[config.mk]
export PLATFORM = sky130hd
export DESIGN_NAME = mesh_matmul
export DESIGN_NICKNAME = d
export VERILOG_FILES = /design/src/rtl/mesh_matmul_pkg.sv /design/src/rtl/mesh_ctrl.sv /design/src/rtl/mesh_skew_feed.sv /design/src/rtl/mesh_pe.sv /design/src/rtl/mesh_matmul.sv
export SDC_FILE = /design/constraint.sdc
export NUM_CORES = 2
export LEC_CHECK = 0
export BUFFER_PORTS_ARGS = -buffer_cell sky130_fd_sc_hd__buf_4
export CAP_MARGIN = 40
export CORE_MARGIN = 4
export CORE_UTILIZATION = 40
export CTS_CLUSTER_DIAMETER = 80
export DETAILED_ROUTE_END_ITERATION = 16
export RECOVER_POWER = 50
export SLEW_MARGIN = 20
export SYNTH_ARGS = -nofsm -noshare
export SYNTH_HDL_FRONTEND = slang
export SYNTH_SLANG_ARGS = --single-unit
[constraint.sdc]
create_clock -name clk -period 16.2 [get_ports clk]
set_input_delay 1.62 -clock clk [delete_from_list [all_inputs] [get_ports clk]]
set_output_delay 1.62 -clock clk [all_outputs]
set_load 0.01 [all_outputs]
[src/rtl/mesh_matmul_pkg.sv]
package mesh_matmul_pkg;

   // Index of the operand that a lane carries on a given step.
   // A negative value means the lane holds padding (zero) on that step.
   function automatic int lane_offset(input int step, input int lane, input int n);
      int s;
      s = step - lane;
      if (s < 0 || s >= n) return -1;
      return s;
   endfunction

endpackage

[src/rtl/mesh_ctrl.sv]
module mesh_ctrl #(
   parameter int STEPS = 7,
   parameter int SW    = 3
) (
   input  logic          clk,
   input  logic          rst_n,
   input  logic          start,
   output logic          busy,
   output logic          done,
   output logic          load,
   output logic [SW-1:0] step
);

   localparam logic [SW-1:0] LAST = SW'(STEPS - 1);

   assign load = start && !busy;

   always_ff @(posedge clk or negedge rst_n) begin
      if (!rst_n) begin
         busy <= 1'b0;
         done <= 1'b0;
         step <= '0;
      end else if (load) begin
         busy <= 1'b1;
         done <= 1'b0;
         step <= '0;
      end else if (busy) begin
         if (step == LAST) begin
            busy <= 1'b0;
            done <= 1'b1;
         end else begin
            step <= step + 1'b1;
         end
      end
   end

   // completion only ever follows an active run
   a_r1_done_after_run : assert property (@(posedge clk) disable iff (!rst_n)
      $rose(done) |-> $past(busy));

   // a start during a run neither restarts nor stalls the step sequence
   a_r5_start_ignored : assert property (@(posedge clk) disable iff (!rst_n)
      (busy && start && step != LAST) |=> (busy && step == SW'($past(step) + 1'b1)));

   // done persists until a start is taken
   a_r7_done_holds : assert property (@(posedge clk) disable iff (!rst_n)
      (done && !start) |=> done);

   // done and an active run never overlap
   a_r7_done_excl : assert property (@(posedge clk) disable iff (!rst_n)
      !(done && busy));

endmodule

[src/rtl/mesh_skew_feed.sv]
module mesh_skew_feed
   import mesh_matmul_pkg::*;
#(
   parameter int N         = 3,
   parameter int W         = 8,
   parameter int SW        = 3,
   parameter bit COL_LANES = 1'b0
) (
   input  logic [N*N*W-1:0] mat,
   input  logic             busy,
   input  logic [SW-1:0]    step,
   output logic [N*W-1:0]   lanes
);

   for (genvar l = 0; l < N; l++) begin : g_lane
      always_comb begin
         int off;
         off = lane_offset(int'(step), l, N);
         lanes[l*W +: W] = '0;
         if (busy && off >= 0) begin
            if (COL_LANES)
               lanes[l*W +: W] = mat[(off*N + l)*W +: W];
            else
               lanes[l*W +: W] = mat[(l*N + off)*W +: W];
         end
      end
   end

endmodule

[src/rtl/mesh_pe.sv]
module mesh_pe #(
   parameter int W  = 8,
   parameter int CW = 18
) (
   input  logic                 clk,
   input  logic                 rst_n,
   input  logic                 clr,
   input  logic                 en,
   input  logic signed [W-1:0]  a_in,
   input  logic signed [W-1:0]  b_in,
   output logic signed [W-1:0]  a_out,
   output logic signed [W-1:0]  b_out,
   output logic signed [CW-1:0] acc
);

   logic signed [2*W-1:0] prod;
   logic signed [CW-1:0]  prod_ext;

   assign prod     = a_in * b_in;
   assign prod_ext = {{(CW-2*W){prod[2*W-1]}}, prod};

   always_ff @(posedge clk or negedge rst_n) begin
      if (!rst_n) begin
         a_out <= '0;
         b_out <= '0;
         acc   <= '0;
      end else if (clr) begin
         a_out <= '0;
         b_out <= '0;
         acc   <= '0;
      end else if (en) begin
         a_out <= a_in;
         b_out <= b_in;
         acc   <= acc + prod_ext;
      end
   end

   // an accepted start empties the accumulator
   a_r4_clear_zero : assert property (@(posedge clk) disable iff (!rst_n)
      clr |=> (acc == '0));

   // outside a run the accumulator keeps its value
   a_r7_acc_hold : assert property (@(posedge clk) disable iff (!rst_n)
      (!clr && !en) |=> $stable(acc));

endmodule

[src/rtl/mesh_matmul.sv]
module mesh_matmul #(
   parameter int N = 3,
   parameter int W = 8
) (
   input  logic                              clk,
   input  logic                              rst_n,
   input  logic                              start,
   input  logic [N*N*W-1:0]                  a_mat,
   input  logic [N*N*W-1:0]                  b_mat,
   output logic                              done,
   output logic [N*N*(2*W+$clog2(N))-1:0]    c_mat
);

   localparam int CW    = 2*W + $clog2(N);
   localparam int STEPS = 3*N - 2;
   localparam int SW    = $clog2(STEPS);

   if (N < 2) begin : g_bad_n
      $error("mesh_matmul: N must be at least 2");
   end
   if (W < 2) begin : g_bad_w
      $error("mesh_matmul: W must be at least 2");
   end

   logic          busy, load;
   logic [SW-1:0] step;
   logic [N*N*W-1:0] a_q, b_q;
   logic [N*W-1:0]   a_edge, b_edge;

   logic signed [W-1:0] a_h [N][N+1];
   logic signed [W-1:0] b_v [N+1][N];

   mesh_ctrl #(.STEPS(STEPS), .SW(SW)) u_ctrl (
      .clk(clk), .rst_n(rst_n), .start(start),
      .busy(busy), .done(done), .load(load), .step(step)
   );

   always_ff @(posedge clk or negedge rst_n) begin
      if (!rst_n) begin
         a_q <= '0;
         b_q <= '0;
      end else if (load) begin
         a_q <= a_mat;
         b_q <= b_mat;
      end
   end

   mesh_skew_feed #(.N(N), .W(W), .SW(SW), .COL_LANES(1'b0)) u_feed_a (
      .mat(a_q), .busy(busy), .step(step), .lanes(a_edge)
   );

   mesh_skew_feed #(.N(N), .W(W), .SW(SW), .COL_LANES(1'b1)) u_feed_b (
      .mat(b_q), .busy(busy), .step(step), .lanes(b_edge)
   );

   for (genvar i = 0; i < N; i++) begin : g_edge
      assign a_h[i][0] = a_edge[i*W +: W];
      assign b_v[0][i] = b_edge[i*W +: W];
   end

   for (genvar r = 0; r < N; r++) begin : g_row
      for (genvar c = 0; c < N; c++) begin : g_col
         logic signed [CW-1:0] acc;
         mesh_pe #(.W(W), .CW(CW)) u_pe (
            .clk(clk), .rst_n(rst_n), .clr(load), .en(busy),
            .a_in(a_h[r][c]), .b_in(b_v[r][c]),
            .a_out(a_h[r][c+1]), .b_out(b_v[r+1][c]),
            .acc(acc)
         );
         assign c_mat[(r*N + c)*CW +: CW] = acc;
      end
   end

   // the held operands change only on an accepted start
   a_r6_operands_held : assert property (@(posedge clk) disable iff (!rst_n)
      !load |=> ($stable(a_q) && $stable(b_q)));

   // a start taken while idle is followed by a run
   a_r1_run_begins : assert property (@(posedge clk) disable iff (!rst_n)
      load |=> (busy && !done));

endmodule

==> flow_summary.yaml <==
run_status:
  status: "complete, but fails checks"
  violations: "max-capacitance violations, max-slew violations"
worst_setup_path:
  cp.depth: 21
  crit_required_ns: 16.75
  startpoint_type: "flop"
  path_delay_family: "buffers and inverters"
  arrival_ns: 11.45
  path_max_fanout: 54
  cp-end-kind: "flop"
  r2r_cells: 21
  path_cells: "clkinvlp_2 -> nor2_1 -> buf_4 -> nand2_1 -> nor2_2 -> inv_1 -> fa_1 -> inv_1 -> fa_1 -> fa_1 -> fa_1 -> inv_1 -> fa_1 -> inv_1 -> ha_1 -> a21boi_0 -> o21ai_0 -> a211oi_1 -> o41ai_1 -> a32oi_1 -> a221o_1"
  crit_top_cell: "fa_1"
  critPathMaxStageDelay_ns: 2.67
  critical-path-slowest-cell: "clkinvlp_2"
  cp_num_buf_inv: 6
  critPathKind: "reg -> reg"
layout:
  diodes: 0
  syn_to_final_growth_pct: 11.9
  layout_commonest_cell: "inv_1"
  final_core_util: 0.453
  nets: 6270
  stdcell_area_um2: 53700
  fin_cells: 6645
  n_fill_cell: 11421
  drive_gt1_frac: 0.124
  layout_common_cells: "930 x inv_1, 725 x fa_1, 559 x nand2_1, 406 x dfrtp_1, 397 x ha_1"
cts:
  clock_latency_ns: 0.68
  post-cts-setup-buffers: 0
  cts_buffers: 57
  cts_tree: "done"
  ctsHoldBuffers: 0
  cts_resized: 0
  clockBufferDepth: 3
  root_buffer: "clkbuf_16"
  cts.clk_slew.worst_paths_ns: 0.07
  h-tree-depth: 2
  cts.sinks: 407
worst_hold_path:
  holdCritPathClass: "reg -> reg"
  hold_depth: 1
floorplan:
  io_pins: 310
  start_util: 0.405
  die_w_um: 354
  core-area_um2: 119000
  die_h_um: 354
  rows: 126
  die_area_um2: 126000
placement:
  place_ws_ns: 6.12
  dp.cells: 6532
  place.port_buffers: 309
  dpl.hpwl_um: 103000
  gp_congestion: 0.908
  dpl_cell_area_um2: 52000
detailed_routing:
  dr.pass1.iters: 6
  drt_iter0_markers: 2026
  routedWlPerCell_um: 19.2
  ant_nets: 0
  dr_wl_met2_um: 60700
  num_vias: 33716
  wl_um: 127000
  top_layer: "met4"
  wl_met1_um: 57900
  routed_via_density: 5.07
  drcViolationCount: 0
  wl_met3_um: 6800
synth:
  synth_flop_cell: "dfrtp_1"
  yosysSeqAreaShare: 0.212
  postSynthCellCount: 4761
  synth.distinct_cells: 88
  synth.avg_cell_area_um2: 10.1
  synthesis.area_um2: 48000
  synth-seq-cells: 407
  synth_nets: 6030
  synth-async-reset-ratio: 1.00
  yosys_warnings: 0
  synth_edf_count: 0
timing:
  max_freq_mhz: 91.8
  final-hold-violation-count: 0
  relSlewSlack: -1.56
  tightestPinTransition_ns: 3.84
  rsz0062_at_grt: "no"
  drv_slew: 764
  finalCriticalPeriod_ns: 10.90
  setup_ws_ns: 5.30
  setup_viol: 0
  skew_ns: 0.0340
  whs_ns: 0.503
  tns_ns: 0
  finalCritPeriodShare: 0.673
power_and_ir_drop:
  power_mw: 9.73
  power.density_nw_per_um2: 181
  peakVddDrop_mv: 0.120
  leakagePower_nw: 26.8
global_routing:
  grt_max_degree: 73
  grt_pass1_vias: 35955
  grt_overflow_total: 0
  grt_usage: 0.209
  antenna_found_initial: 0
  grt_pass1_wl_um: 208000
job:
  max_cap_viol_count: 17
==> cell usage after synthesis, drive strengths merged (8+ instances only) <==
cell	n	share of area
a211oi	40	0.0077
a21o	63	0.0099
a21oi	92	0.010
a221oi	11	0.0021
a22o	75	0.014
a31oi	11	0.0014
a32o	9	0.0019
and2	236	0.031
and3	11	0.0014
buf	36	0.0047
clkbuf	146	0.011
dfrtp	407	0.21
fa	725	0.30
ha	397	0.10
inv	932	0.073
mux2	152	0.036
mux2i	26	0.0054
mux4	54	0.026
nand2	561	0.044
nand2b	55	0.0072
nand3	59	0.0062
nor2	117	0.0092
nor2b	18	0.0023
nor3	21	0.0028
o2111ai	8	0.0015
o211ai	8	0.0013
o21a	13	0.0020
o21ai	201	0.021
o21bai	8	0.0013
o31ai	19	0.0030
or2	12	0.0016
or3	18	0.0023
xnor2	94	0.017
xor2	63	0.012
==> final cells by class <==
| cell class | count | area [µm²] | share of cell area |
|---|---|---|---|
| clock inverter | 37 | 487 | 0.00906 |
| sequential | 407 | 10200 | 0.190 |
| inverter | 935 | 3520 | 0.0654 |
| clock buffer | 66 | 1490 | 0.0277 |
| timing repair buffer | 363 | 2510 | 0.0467 |
| tap | 1600 | 2000 | 0.0373 |
| multi-input combinational | 3237 | 33500 | 0.624 |
==> registers in the layout, indices dropped and copies added (netlist names) <==
| register | count |
|---|---|
| g_row.g_col.u_pe.acc | 162 |
| a_q | 72 |
| g_row.g_col.u_pe.b_out | 48 |
| u_ctrl.done | 1 |
| u_ctrl.step | 3 |
| b_q | 72 |
| u_ctrl.busy | 1 |
| g_row.g_col.u_pe.a_out | 48 |
==> logic make-up after synthesis <==
logic type	Yosys count	share of synthesized area
multiplexers	232	0.0668
AND/OR/NAND/NOR	1129	0.113
XOR/XNOR	157	0.0290
adder cells (fa/ha/maj)	1122	0.406
buffers and inverters	1117	0.0894
flip-flops	407	0.212
AO/OA/AOI/OAI	595	0.0836
other	2	0.000156
==> power by group <==
part           switching (mW)  total (mW)  leakage (nW)  internal (mW)
logic                    3.68        6.33          20.7           2.64
registers               0.615        2.07          5.20           1.45
clock network           0.543        1.34         0.959          0.794
total                    4.84        9.73          26.8           4.89
==> routing by layer <==
metal,GRT usage,vias up
li1,-,15540
met1,0.291,17399
met2,0.346,647
met3,0.0384,130
met4,0.0373,0
met5,0,-
==> worst paths after layout <==
check / from / slack (ns) / end
max: u_ctrl.busy$_DFF_PN0_ / 5.30 / g_row[0].g_col[0].u_pe.acc[16]$_DFFE_PN0P_
min: b_q[42]$_DFFE_PN0P_ / 0.50 / b_q[42]$_DFFE_PN0P_
max reg2reg: u_ctrl.busy$_DFF_PN0_ / 5.30 / g_row[0].g_col[0].u_pe.acc[16]$_DFFE_PN0P_
min reg2reg: b_q[42]$_DFFE_PN0P_ / 0.50 / b_q[42]$_DFFE_PN0P_
max in group asynchronous: rst_n / 7.24 / g_row[0].g_col[1].u_pe.b_out[5]$_DFFE_PN0P_
min in group asynchronous: rst_n / 2.29 / g_row[1].g_col[2].u_pe.acc[14]$_DFFE_PN0P_
==> worst register-to-register path, cell delays in order, from the launching register on <==
cell,delay [ns]
dfrtp_1,1.53
clkinvlp_2,2.68
nor2_1,0.58
buf_4,0.26
nand2_1,0.32
nor2_2,0.71
inv_1,0.14
fa_1,0.53
inv_1,0.05
fa_1,0.51
fa_1,0.44
fa_1,0.55
inv_1,0.05
fa_1,0.50
inv_1,0.04
ha_1,0.33
a21boi_0,0.15
o21ai_0,0.44
a211oi_1,0.21
o41ai_1,0.37
a32oi_1,0.10
a221o_1,0.27
Note: power is estimated with default switching activity, not from simulation.
